==> config.mk <==
export PLATFORM = sky130hd
export DESIGN_NAME = spi_flash_rd_ctrl
export DESIGN_NICKNAME = d
export VERILOG_FILES = /design/src/rtl/spi_flash_pkg.sv /design/src/rtl/spi_byte_engine.sv /design/src/rtl/spi_flash_seq.sv /design/src/rtl/spi_flash_rd_ctrl.sv
export SDC_FILE = /design/constraint.sdc
export NUM_CORES = 1
export LEC_CHECK = 0
export ABC_AREA = 1
export BUFFER_PORTS_ARGS = -buffer_cell sky130_fd_sc_hd__buf_2
export CORE_MARGIN = 8
export CORE_UTILIZATION = 45
export CTS_CLUSTER_DIAMETER = 80
export DETAILED_ROUTE_END_ITERATION = 8
export GPL_ROUTABILITY_DRIVEN = 0
export PLACE_DENSITY = 0.69
export SKIP_CTS_REPAIR_TIMING = 1
export SYNTH_ARGS = -nofsm -noshare
export SYNTH_HDL_FRONTEND = slang
export SYNTH_SLANG_ARGS = --single-unit
==> constraint.sdc <==
create_clock -name clk -period 1.9 [get_ports clk]
set_clock_uncertainty 0.15 [all_clocks]
set_input_delay 0.57 -clock clk [delete_from_list [all_inputs] [get_ports clk]]
set_output_delay 0.57 -clock clk [all_outputs]
set_load 0.1 [all_outputs]
==> src/rtl/spi_flash_pkg.sv <==
package spi_flash_pkg;

    localparam logic [7:0] OP_FAST_READ = 8'h0B;
    localparam logic [7:0] OP_ENTER_4B  = 8'hB7;
    localparam logic [1:0] MODE_USER    = 2'd3;

    // control word bit positions
    localparam int CTL_OP_LSB  = 16;
    localparam int CTL_DMY_HI  = 14;
    localparam int CTL_ADDR4   = 13;
    localparam int CTL_DMY_LO  = 6;
    localparam int CTL_CS_STOP = 2;

    typedef enum logic [2:0] {
        S_IDLE,
        S_ISSUE,
        S_WAIT,
        S_CSOFF,
        S_DONE
    } seq_state_e;

    typedef enum logic [2:0] {
        P_ENTER4B,
        P_OPCODE,
        P_ADDR,
        P_DUMMY,
        P_DATA,
        P_WRITE
    } seq_phase_e;

    function automatic logic [2:0] dummy_count(input logic [31:0] ctl);
        return {ctl[CTL_DMY_HI], ctl[CTL_DMY_LO+1], ctl[CTL_DMY_LO]};
    endfunction

endpackage

==> src/rtl/spi_byte_engine.sv <==
module spi_byte_engine #(
    parameter int HALF_DIV = 2
) (
    input  logic       clk,
    input  logic       rst_n,
    input  logic       start,
    input  logic [7:0] tx_byte,
    input  logic       miso,
    output logic       done,
    output logic [7:0] rx_byte,
    output logic       sclk,
    output logic       mosi
);

    localparam int DIV_W = (HALF_DIV > 1) ? $clog2(HALF_DIV) : 1;
    localparam logic [DIV_W-1:0] DIV_LAST = DIV_W'(HALF_DIV - 1);

    typedef struct packed {
        logic             busy;
        logic             done;
        logic             sclk;
        logic [7:0]       sh;
        logic [7:0]       rx;
        logic [2:0]       bits;
        logic [DIV_W-1:0] div;
    } eng_t;

    eng_t eng_q, eng_d;

    always_comb begin
        eng_d      = eng_q;
        eng_d.done = 1'b0;
        if (!eng_q.busy) begin
            if (start) begin
                eng_d.busy = 1'b1;
                eng_d.sh   = tx_byte;
                eng_d.bits = 3'd0;
                eng_d.div  = '0;
                eng_d.sclk = 1'b0;
            end
        end else if (eng_q.div != DIV_LAST) begin
            eng_d.div = eng_q.div + 1'b1;
        end else begin
            eng_d.div = '0;
            if (!eng_q.sclk) begin
                // rising edge: sample the flash output
                eng_d.sclk = 1'b1;
                eng_d.rx   = {eng_q.rx[6:0], miso};
            end else begin
                // falling edge: present the next bit
                eng_d.sclk = 1'b0;
                eng_d.sh   = {eng_q.sh[6:0], 1'b0};
                eng_d.bits = eng_q.bits + 3'd1;
                if (eng_q.bits == 3'd7) begin
                    eng_d.busy = 1'b0;
                    eng_d.done = 1'b1;
                end
            end
        end
    end

    always_ff @(posedge clk or negedge rst_n) begin
        if (!rst_n) eng_q <= '0;
        else        eng_q <= eng_d;
    end

    assign done    = eng_q.done;
    assign rx_byte = eng_q.rx;
    assign sclk    = eng_q.sclk;
    assign mosi    = eng_q.busy & eng_q.sh[7];

endmodule

==> src/rtl/spi_flash_seq.sv <==
module spi_flash_seq
    import spi_flash_pkg::*;
#(
    parameter int ADDR_W     = 32,
    parameter int DATA_BYTES = 4,
    localparam int DATA_W    = 8 * DATA_BYTES,
    localparam int SZ_W      = $clog2(DATA_BYTES)
) (
    input  logic              clk,
    input  logic              rst_n,
    input  logic [31:0]       cfg_ctrl,
    input  logic              req_valid,
    output logic              req_ready,
    input  logic              req_write,
    input  logic [ADDR_W-1:0] req_addr,
    input  logic [SZ_W-1:0]   req_size,
    input  logic [DATA_W-1:0] req_wdata,
    output logic              rsp_done,
    output logic [DATA_W-1:0] rsp_rdata,
    output logic              cs_n_direct,
    output logic              eng_start,
    output logic [7:0]        eng_tx,
    input  logic              eng_done,
    input  logic [7:0]        eng_rx
);

    localparam int CNT_W = (SZ_W + 2 > 4) ? SZ_W + 2 : 4;

    typedef struct packed {
        seq_state_e        st;
        seq_phase_e        ph;
        logic              cs_n;
        logic              cs_prev;
        logic [7:0]        cmd_snoop;
        logic [7:0]        act_cmd;
        logic              is4b;
        logic              direct;
        logic [2:0]        dmy;
        logic [CNT_W-1:0]  cnt;
        logic [CNT_W-1:0]  nbytes;
        logic [ADDR_W-1:0] addr;
        logic [DATA_W-1:0] wbuf;
        logic [DATA_W-1:0] rdata;
    } seq_t;

    seq_t seq_q, seq_d;

    logic unused_cfg;
    assign unused_cfg = ^{cfg_ctrl[31:24], cfg_ctrl[15], cfg_ctrl[12:8], cfg_ctrl[5:3]};

    always_comb begin
        logic [31:0]      a32;
        logic [CNT_W-1:0] len;
        logic [CNT_W-1:0] cnt_nx;
        logic [7:0]       snoop_now;
        logic             need_dmy;
        logic             user;

        seq_d  = seq_q;
        eng_tx = 8'h00;
        user   = (cfg_ctrl[1:0] == MODE_USER);

        // every chip-select update forgets the snooped command
        seq_d.cs_prev = cfg_ctrl[CTL_CS_STOP];
        if (cfg_ctrl[CTL_CS_STOP] != seq_q.cs_prev) seq_d.cmd_snoop = 8'h00;
        snoop_now = seq_d.cmd_snoop;

        // address bytes left-aligned so byte 0 is always the top byte
        a32 = 32'(seq_q.addr);
        if (!seq_q.is4b) a32 = {a32[23:0], 8'h00};

        case (seq_q.ph)
            P_ENTER4B: eng_tx = OP_ENTER_4B;
            P_OPCODE:  eng_tx = seq_q.act_cmd;
            P_ADDR: begin
                for (int i = 0; i < 4; i++)
                    if (seq_q.cnt == CNT_W'(i)) eng_tx = a32[31-8*i -: 8];
            end
            P_WRITE: begin
                for (int i = 0; i < DATA_BYTES; i++)
                    if (seq_q.cnt == CNT_W'(i)) eng_tx = seq_q.wbuf[8*i +: 8];
            end
            default:   eng_tx = 8'h00;
        endcase

        case (seq_q.ph)
            P_ENTER4B, P_OPCODE: len = CNT_W'(1);
            P_ADDR:              len = seq_q.is4b ? CNT_W'(4) : CNT_W'(3);
            P_DUMMY:             len = CNT_W'(seq_q.dmy);
            default:             len = seq_q.nbytes;
        endcase

        need_dmy = (seq_q.act_cmd == OP_FAST_READ) && (seq_q.dmy != 3'd0);
        cnt_nx   = seq_q.cnt + CNT_W'(1);

        case (seq_q.st)
            S_IDLE: begin
                if (req_valid) begin
                    seq_d.nbytes = CNT_W'(req_size) + CNT_W'(1);
                    seq_d.cnt    = '0;
                    seq_d.rdata  = '0;
                    seq_d.dmy    = dummy_count(cfg_ctrl);
                    seq_d.is4b   = cfg_ctrl[CTL_ADDR4];
                    seq_d.addr   = req_addr;
                    seq_d.wbuf   = req_wdata;
                    if (user) begin
                        seq_d.direct = 1'b0;
                        seq_d.st     = S_ISSUE;
                        if (req_write) begin
                            if (snoop_now == 8'h00) seq_d.cmd_snoop = req_wdata[7:0];
                            seq_d.ph = P_WRITE;
                        end else begin
                            seq_d.act_cmd   = snoop_now;
                            seq_d.cmd_snoop = 8'h00;
                            seq_d.ph = ((snoop_now == OP_FAST_READ) &&
                                        (dummy_count(cfg_ctrl) != 3'd0)) ? P_DUMMY : P_DATA;
                        end
                    end else if (req_write) begin
                        // writes through the direct window touch nothing
                        seq_d.st = S_DONE;
                    end else begin
                        seq_d.direct  = 1'b1;
                        seq_d.act_cmd = cfg_ctrl[CTL_OP_LSB +: 8];
                        seq_d.cs_n    = 1'b0;
                        seq_d.ph      = cfg_ctrl[CTL_ADDR4] ? P_ENTER4B : P_OPCODE;
                        seq_d.st      = S_ISSUE;
                    end
                end
            end
            S_ISSUE: seq_d.st = S_WAIT;
            S_WAIT: begin
                if (eng_done) begin
                    if (seq_q.ph == P_DATA) begin
                        for (int i = 0; i < DATA_BYTES; i++)
                            if (seq_q.cnt == CNT_W'(i)) seq_d.rdata[8*i +: 8] = eng_rx;
                    end
                    seq_d.cnt = cnt_nx;
                    seq_d.st  = S_ISSUE;
                    if (cnt_nx == len) begin
                        seq_d.cnt = '0;
                        case (seq_q.ph)
                            P_ENTER4B: seq_d.ph = P_OPCODE;
                            P_OPCODE:  seq_d.ph = P_ADDR;
                            P_ADDR:    seq_d.ph = need_dmy ? P_DUMMY : P_DATA;
                            P_DUMMY:   seq_d.ph = P_DATA;
                            P_DATA: begin
                                if (seq_q.direct) begin
                                    seq_d.cs_n = 1'b1;
                                    seq_d.st   = S_CSOFF;
                                end else begin
                                    seq_d.st = S_DONE;
                                end
                            end
                            default:   seq_d.st = S_DONE;
                        endcase
                    end
                end
            end
            S_CSOFF: seq_d.st = S_DONE;
            default: seq_d.st = S_IDLE;
        endcase
    end

    always_ff @(posedge clk or negedge rst_n) begin
        if (!rst_n) begin
            seq_q         <= '0;
            seq_q.st      <= S_IDLE;
            seq_q.ph      <= P_OPCODE;
            seq_q.cs_n    <= 1'b1;
            seq_q.cs_prev <= 1'b1;
        end else begin
            seq_q <= seq_d;
        end
    end

    assign req_ready   = (seq_q.st == S_IDLE);
    assign rsp_done    = (seq_q.st == S_DONE);
    assign rsp_rdata   = seq_q.rdata;
    assign cs_n_direct = seq_q.cs_n;
    assign eng_start   = (seq_q.st == S_ISSUE);

endmodule

==> src/rtl/spi_flash_rd_ctrl.sv <==
module spi_flash_rd_ctrl
    import spi_flash_pkg::*;
#(
    parameter int ADDR_W     = 32,
    parameter int DATA_BYTES = 4,
    parameter int HALF_DIV   = 2,
    localparam int DATA_W    = 8 * DATA_BYTES,
    localparam int SZ_W      = $clog2(DATA_BYTES)
) (
    input  logic              clk,
    input  logic              rst_n,
    input  logic [31:0]       cfg_ctrl,
    input  logic              req_valid,
    output logic              req_ready,
    input  logic              req_write,
    input  logic [ADDR_W-1:0] req_addr,
    input  logic [SZ_W-1:0]   req_size,
    input  logic [DATA_W-1:0] req_wdata,
    output logic              rsp_done,
    output logic [DATA_W-1:0] rsp_rdata,
    output logic              spi_cs_n,
    output logic              spi_sclk,
    output logic              spi_mosi,
    input  logic              spi_miso
);

    logic       cs_n_direct;
    logic       eng_start;
    logic [7:0] eng_tx;
    logic       eng_done;
    logic [7:0] eng_rx;

    spi_flash_seq #(
        .ADDR_W     (ADDR_W),
        .DATA_BYTES (DATA_BYTES)
    ) i_seq (
        .clk         (clk),
        .rst_n       (rst_n),
        .cfg_ctrl    (cfg_ctrl),
        .req_valid   (req_valid),
        .req_ready   (req_ready),
        .req_write   (req_write),
        .req_addr    (req_addr),
        .req_size    (req_size),
        .req_wdata   (req_wdata),
        .rsp_done    (rsp_done),
        .rsp_rdata   (rsp_rdata),
        .cs_n_direct (cs_n_direct),
        .eng_start   (eng_start),
        .eng_tx      (eng_tx),
        .eng_done    (eng_done),
        .eng_rx      (eng_rx)
    );

    spi_byte_engine #(
        .HALF_DIV (HALF_DIV)
    ) i_eng (
        .clk     (clk),
        .rst_n   (rst_n),
        .start   (eng_start),
        .tx_byte (eng_tx),
        .miso    (spi_miso),
        .done    (eng_done),
        .rx_byte (eng_rx),
        .sclk    (spi_sclk),
        .mosi    (spi_mosi)
    );

    // user mode hands chip select to the control word
    assign spi_cs_n = (cfg_ctrl[1:0] == MODE_USER) ? cfg_ctrl[CTL_CS_STOP] : cs_n_direct;

endmodule

==> impl_metrics.tcl, run 1 <==
set metrics [dict create \
    reg2regPathDepth 13 \
    synth_seq_area_share_pct 47.8 \
    crit_path_end_kind "primary output" \
    holdPathStages 1 \
    mostFrequentLayoutCell "nand2_1" \
    avgSynthCellArea_um2 7.78 \
    setup_ws_ns -0.224 \
    p_sw_share_pct 26.3 \
    wirelength_um 22600 \
    layout.nets 1320 \
    grt_pass1_vias 7206 \
    drc 0 \
    max-vdd-ir-drop_mv 0.835 \
    via_per_inst 5.07 \
    hpwl_um 15800 \
    finalHoldViolCount 0 \
    cts_tree "built" \
    drive_gt1_share_pct 31.1 \
    drv_cap 0 \
    period_share_pct 112 \
    grt.overflow.total 0 \
    place_inst 1393 \
    min_from "cfg_ctrl[2]" \
    p_int_mw 5.54 \
    antenna_found_initial 0 \
    relSlewSlack_pct 65.2 \
    p_comb_share_pct 9.7 \
    r2r-start "i_seq.seq_q[100]$_DFFE_PN0P_" \
    port_buffers 122 \
    tightest_slew_ns 0.520 \
    cts_buffers 17 \
    power.density_nw_per_um2 707 \
    start_util_pct 45.6 \
    synth_cells 1045 \
    cp.required_ns 1.18 \
    cts-htree-levels 4 \
    cts.clk_slew.worst_paths_ns 0.07 \
    critPathMaxFanout 3 \
    netlist_area_um2 8130 \
    final_cells 1452 \
    status "finished, violations left" \
    final_cell_mix "nand2_1 (309), dfrtp_1 (145), inv_1 (118), o21ai_0 (110), buf_2 (84)" \
    p_seq_share_pct 46.3 \
    hp-class "in2reg" \
    max_freq_mhz 471 \
    synth_edf_count 0 \
    grt_pass1_wl_um 35100 \
    core-area_um2 17800 \
    p_total_mw 7.52 \
    hold-path-endpoint "i_seq.seq_q[125]$_DFF_PN1_" \
    startpoint_type "flop" \
    track_usage_pct 19.6 \
    p_switching_mw 1.98 \
    die_h_um 150 \
    pwr-share-clk_pct 44.0 \
    cts.path.max_buffers 2 \
    regToRegSetupSlack_ns -0.13 \
    power_leakage_nw 5.35 \
    synth_warnings 0 \
    crit_type "reg2out" \
    routedWlPerCell_um 15.6 \
    synth_nets 1155 \
    rsz0062_at_grt "true" \
    reg2reg_to "i_eng.eng_q[16]$_DFFE_PN0P_" \
    die_width_um 150 \
    synth_seq_cells 155 \
    synthToLayoutAreaGrowth_pct 30.8 \
    finalSetupViolCount 24 \
    num_io_pins 140 \
    synth_ff_type "dfrtp_1" \
    num_antenna_cells 0 \
    violations "negative setup slack" \
    cts_sinks 155 \
    postRouteAntennaNets 0 \
    rows 49 \
    dieArea_um2 22600 \
    arrival_ns 1.40 \
    clk_latency_ns 0.43 \
    async_reset_ff_share_pct 100 \
    drv_slew 0 \
    layout_min_cycle_time_ns 2.12 \
    vias 7365 \
    fill_cells 1545 \
    synthDistinctLibCells 44 \
    grt_start_max_net_pins 61 \
    firstDrtPassIters 5 \
    drt_iter0_drc 518 \
    cts_root_buf "clkbuf_16" \
]
synth_stat cells (5+ instances only):
master	number	area share (%)
a21oi_1	34	2.1
nor3_1	7	0.43
nand2_1	333	15
inv_2	6	0.28
clkbuf_1	13	0.60
o21ai_1	7	0.43
nor2_1	43	2.0
o21ai_0	144	8.9
buf_4	35	3.2
dfrtp_1	152	47
a211oi_1	7	0.65
buf_6	8	1.1
ha_1	7	1.1
inv_1	128	5.9
buf_2	14	0.86
nand3_1	33	2.0
nand4_1	9	0.69
nor2_4	5	0.69
o22ai_1	14	1.1
cells by family (layout without fill, tap and decap cells):
| family | after synthesis | after routing | synth area share (%) |
|---|---|---|---|
| and+or+nand+nor | 448 | 448 | 23.2 |
| buffers and inverters | 207 | 385 | 12.3 |
| adders and majority gates | 7 | 7 | 1.08 |
| DFF | 155 | 155 | 47.8 |
| AOI/OAI and AO/OA | 227 | 227 | 15.5 |
| xor gates and xnor gates | 1 | 1 | 0.108 |
sequential cells by signal, indices dropped and copies added (netlist names):
| signal | count |
|---|---|
| i_seq.seq_q | 99 |
| i_eng.sclk | 1 |
| i_seq.rsp_rdata | 32 |
| i_seq.cs_n_direct | 1 |
| i_eng.rx_byte | 8 |
| i_eng.eng_q | 13 |
| i_eng.done | 1 |
critical path, stage by stage, from the launching register on:
cell and delay, ns:
dfrtp_1 0.41, buf_4 0.16, nor3_4 0.20, buf_12 0.20
routing by layer:
metal,track usage [%],part of all wire [%],vias to the layer above
li1,-,-,3638
met1,25.2,43,3457
met2,32.2,49,237
met3,4.12,6.1,33
met4,6.50,2.2,0
met5,0,0,-
layout make-up:
class                      count  area, um2  share of cell area [%]
clock inverter                14        136                    1.28
inverter                     137        551                    5.18
timing repair buffer         216       1690                    15.9
multi-input combinational    683       3650                    34.3
clock buffer                  18        429                    4.04
tap                          229        287                    2.69
sequential                   155       3890                    36.6
stage by stage:
step | util [%] | hold slack (ns) | area, um2 | worst slack (ns) | TNS (ns)
2_1_floorplan | - | 0.124 | 8150 | -0.157 | -0.229
3_3_place_gp | 52.0 | 0.298 | 9270 | -0.107 | -1.70
3_5_place_dp | 52.0 | 0.303 | 9270 | -0.158 | -2.72
4_1_cts | 55.2 | -0.0325 | 9840 | -0.279 | -3.10
5_1_grt | 59.6 | 0.0897 | 10600 | -0.272 | -4.21
6_report | 59.6 | 0.106 | 10600 | -0.224 | -1.07
power groups by stage:
stage,clock (mW),combinational (mW),sequential [mW]
after global placement,0,0.627,3.53
after floorplan,0,0.326,3.51
final,3.31,0.728,3.48
after detailed placement,0,0.640,3.54
after CTS,3.35,0.645,3.48
after global routing,3.51,0.814,3.49
worst max-delay path by stage:
| stage | start | to | slack, ns |
|---|---|---|---|
| 3_3_place_gp | cfg_ctrl[2] | i_seq.seq_q[120]$_DFF_PN0_ | -0.11 |
| 2_1_floorplan | cfg_ctrl[0] | spi_cs_n | -0.16 |
| 4_1_cts | i_seq.seq_q[131]$_DFFE_PN0P_ | req_ready | -0.28 |
| 5_1_grt | i_seq.seq_q[130]$_DFFE_PN0P_ | req_ready | -0.27 |
| 6_report | i_seq.seq_q[130]$_DFFE_PN0P_ | rsp_done | -0.22 |
| 3_5_place_dp | cfg_ctrl[2] | i_seq.seq_q[124]$_DFF_PN0_ | -0.16 |
Power figures use the tool's default switching activity.
==> inputs of run 2 (changes only) <==
--- a/config.mk
+++ b/config.mk
@@ -8,11 +8,11 @@
 export ABC_AREA = 1
 export BUFFER_PORTS_ARGS = -buffer_cell sky130_fd_sc_hd__buf_2
 export CORE_MARGIN = 8
-export CORE_UTILIZATION = 45
+export CORE_UTILIZATION = 51
 export CTS_CLUSTER_DIAMETER = 80
 export DETAILED_ROUTE_END_ITERATION = 8
 export GPL_ROUTABILITY_DRIVEN = 0
-export PLACE_DENSITY = 0.69
+export PLACE_DENSITY = 0.76
 export SKIP_CTS_REPAIR_TIMING = 1
 export SYNTH_ARGS = -nofsm -noshare
 export SYNTH_HDL_FRONTEND = slang
==> impl_metrics.tcl, run 2 (synthesis gave the netlist of run 1 again) <==
set metrics [dict create \
    num_antenna_cells 0 \
    p_total_mw 7.74 \
    hpwl_um 15300 \
    drv_cap 0 \
    r2r-start "i_seq.seq_q[100]$_DFFE_PN0P_" \
    grt.overflow.total 0 \
    die_h_um 142 \
    cp.required_ns 2.10 \
    start_util_pct 51.7 \
    wirelength_um 24600 \
    power_leakage_nw 5.65 \
    cts_sinks 155 \
    status "finished, violations left" \
    largest_reg_flops 99 \
    synthToLayoutAreaGrowth_pct 35.5 \
    grt_pass1_wl_um 33700 \
    whs_ns 0.106 \
    cts.clk_slew.worst_paths_ns 0.06 \
    clk_latency_ns 0.43 \
    cts_buffers 17 \
    max-vdd-ir-drop_mv 0.710 \
    drive_gt1_share_pct 35.0 \
    critPathMaxFanout 7 \
    tns_ns -3.13 \
    via_per_inst 5.47 \
    die_width_um 142 \
    mostFrequentLayoutCell "nand2_1" \
    top_usage_layer "met2" \
    crit_chain "inv_4 > buf_12 > ha_4 > nand2_8 > buf_4 > o21ai_0 > inv_1 > nand2_1 > nand2_1 > nand3_1 > nand2_1 > a21oi_1" \
    post-route-util_pct 70.1 \
    max_freq_mhz 433 \
    reg2reg_to "i_eng.eng_q[16]$_DFFE_PN0P_" \
    vias 7903 \
    hp-class "in2reg" \
    crit_type "reg2reg" \
    top_register "i_seq.seq_q" \
    routedWlPerCell_um 17.0 \
    reg2regPathDepth 12 \
    drc 0 \
    period_share_pct 122 \
    antenna_found_initial 0 \
    rows 46 \
    rsz0062_at_grt "true" \
    firstDrtPassIters 5 \
    layout_min_cycle_time_ns 2.31 \
    hold-path-endpoint "i_seq.seq_q[125]$_DFF_PN1_" \
    grt_start_max_net_pins 52 \
    setup_ws_ns -0.409 \
    fill_cells 1110 \
    grtUsageMet1_pct 26.4 \
    core-area_um2 15700 \
    cp_slowest_cell "dfrtp_2" \
    drt_iter0_drc 663 \
    track_usage_pct 20.9 \
    cts-htree-levels 4 \
    min_from "cfg_ctrl[2]" \
    met3_usage_pct 4.70 \
    violations "negative setup slack" \
    dieArea_um2 20200 \
    max_stage_delay_ns 0.49 \
    postRouteAntennaNets 0 \
    met2_usage_pct 34.1 \
    startpoint_type "flop" \
    grt_pass1_vias 7067 \
    layout.nets 1326 \
    arrival_ns 2.51 \
    final_cell_mix "nand2_1 (283), dfrtp_1 (145), inv_1 (117), o21ai_0 (105), buf_2 (84)" \
    pre_cts_ws_ns -0.118 \
    power.density_nw_per_um2 703 \
    finalSetupViolCount 37 \
    cp_common_cell "nand2_1" \
    cts_root_buf "clkbuf_16" \
    relSlewSlack_pct 56.6 \
    tightest_slew_ns 0.648 \
    drv_slew 0 \
    holdPathStages 1 \
    finalHoldViolCount 0 \
    cts.path.max_buffers 2 \
    crit_path_end_kind "flop" \
    num_io_pins 140 \
    port_buffers 122 \
    regToRegSetupSlack_ns -0.41 \
    cts_tree "built" \
]
[run 2: cell types whose count changed in the layout (fill, tap and decap cells not counted), sizes merged]
cell / before / now
buf: 180 / 182
bufinv: 1 / 3
clkbuf: 53 / 58
clkinv: 4 / 6
clkinvlp: 5 / 2
inv: 141 / 138
[run 2: how the worst max path moves through the flow]
stage,cells past startpoint,slack (ns),from,endpoint
6_report,12,-0.41,i_seq.seq_q[100]$_DFFE_PN0P_,i_eng.eng_q[16]$_DFFE_PN0P_
5_1_grt,12,-0.48,i_seq.seq_q[100]$_DFFE_PN0P_,i_eng.eng_q[16]$_DFFE_PN0P_
4_1_cts,4,-0.28,i_seq.seq_q[131]$_DFFE_PN0P_,req_ready
3_5_place_dp,10,-0.12,cfg_ctrl[0],i_seq.seq_q[129]$_DFFE_PN0P_
3_3_place_gp,12,-0.10,cfg_ctrl[2],i_seq.seq_q[120]$_DFF_PN0_
2_1_floorplan,2,-0.16,cfg_ctrl[0],spi_cs_n
[run 2: where the power goes]
part	switching (mW)	internal, mW	leakage, nW	total (mW)
sequential	0.0775	3.41	1.80	3.49
combinational	0.473	0.314	3.55	0.787
clock	1.37	2.09	0.290	3.47
total	1.93	5.82	5.65	7.74
[run 2: layout make-up]
type	count	area [um2]	area share [%]
Clock buffer	20	447	4.06
Clock inverter	11	144	1.31
Inverter	137	558	5.07
Multi-Input combinational cell	683	3860	35.1
Sequential cell	155	3890	35.3
Tap cell	216	270	2.46
Timing Repair Buffer	221	1830	16.6
Timing Repair inverter	1	11.3	0.102
[run 2: per-stage QoR]
stage	area [um2]	std cells
after floorplan	8150	1045
after global placement	9250	1377
after detailed placement	9250	1377
after CTS	9840	1408
after global routing	11000	1444
final	11000	1444
[run 2: worst max-delay path: cells and delay by family, from the launching register on]
family,cells,cell delay [ns]
adders and majority gates,1,0.16
buffers and inverters,4,0.48
AOI/OAI and AO/OA,2,0.54
and+or+nand+nor,5,0.40
DFF,1,0.49
[run 2: routing by layer]
metal	vias to the layer above	share of wire, %
li1	3645	-
met1	3763	40
met2	402	49
met3	93	7.1
met4	0	3.9
met5	-	0
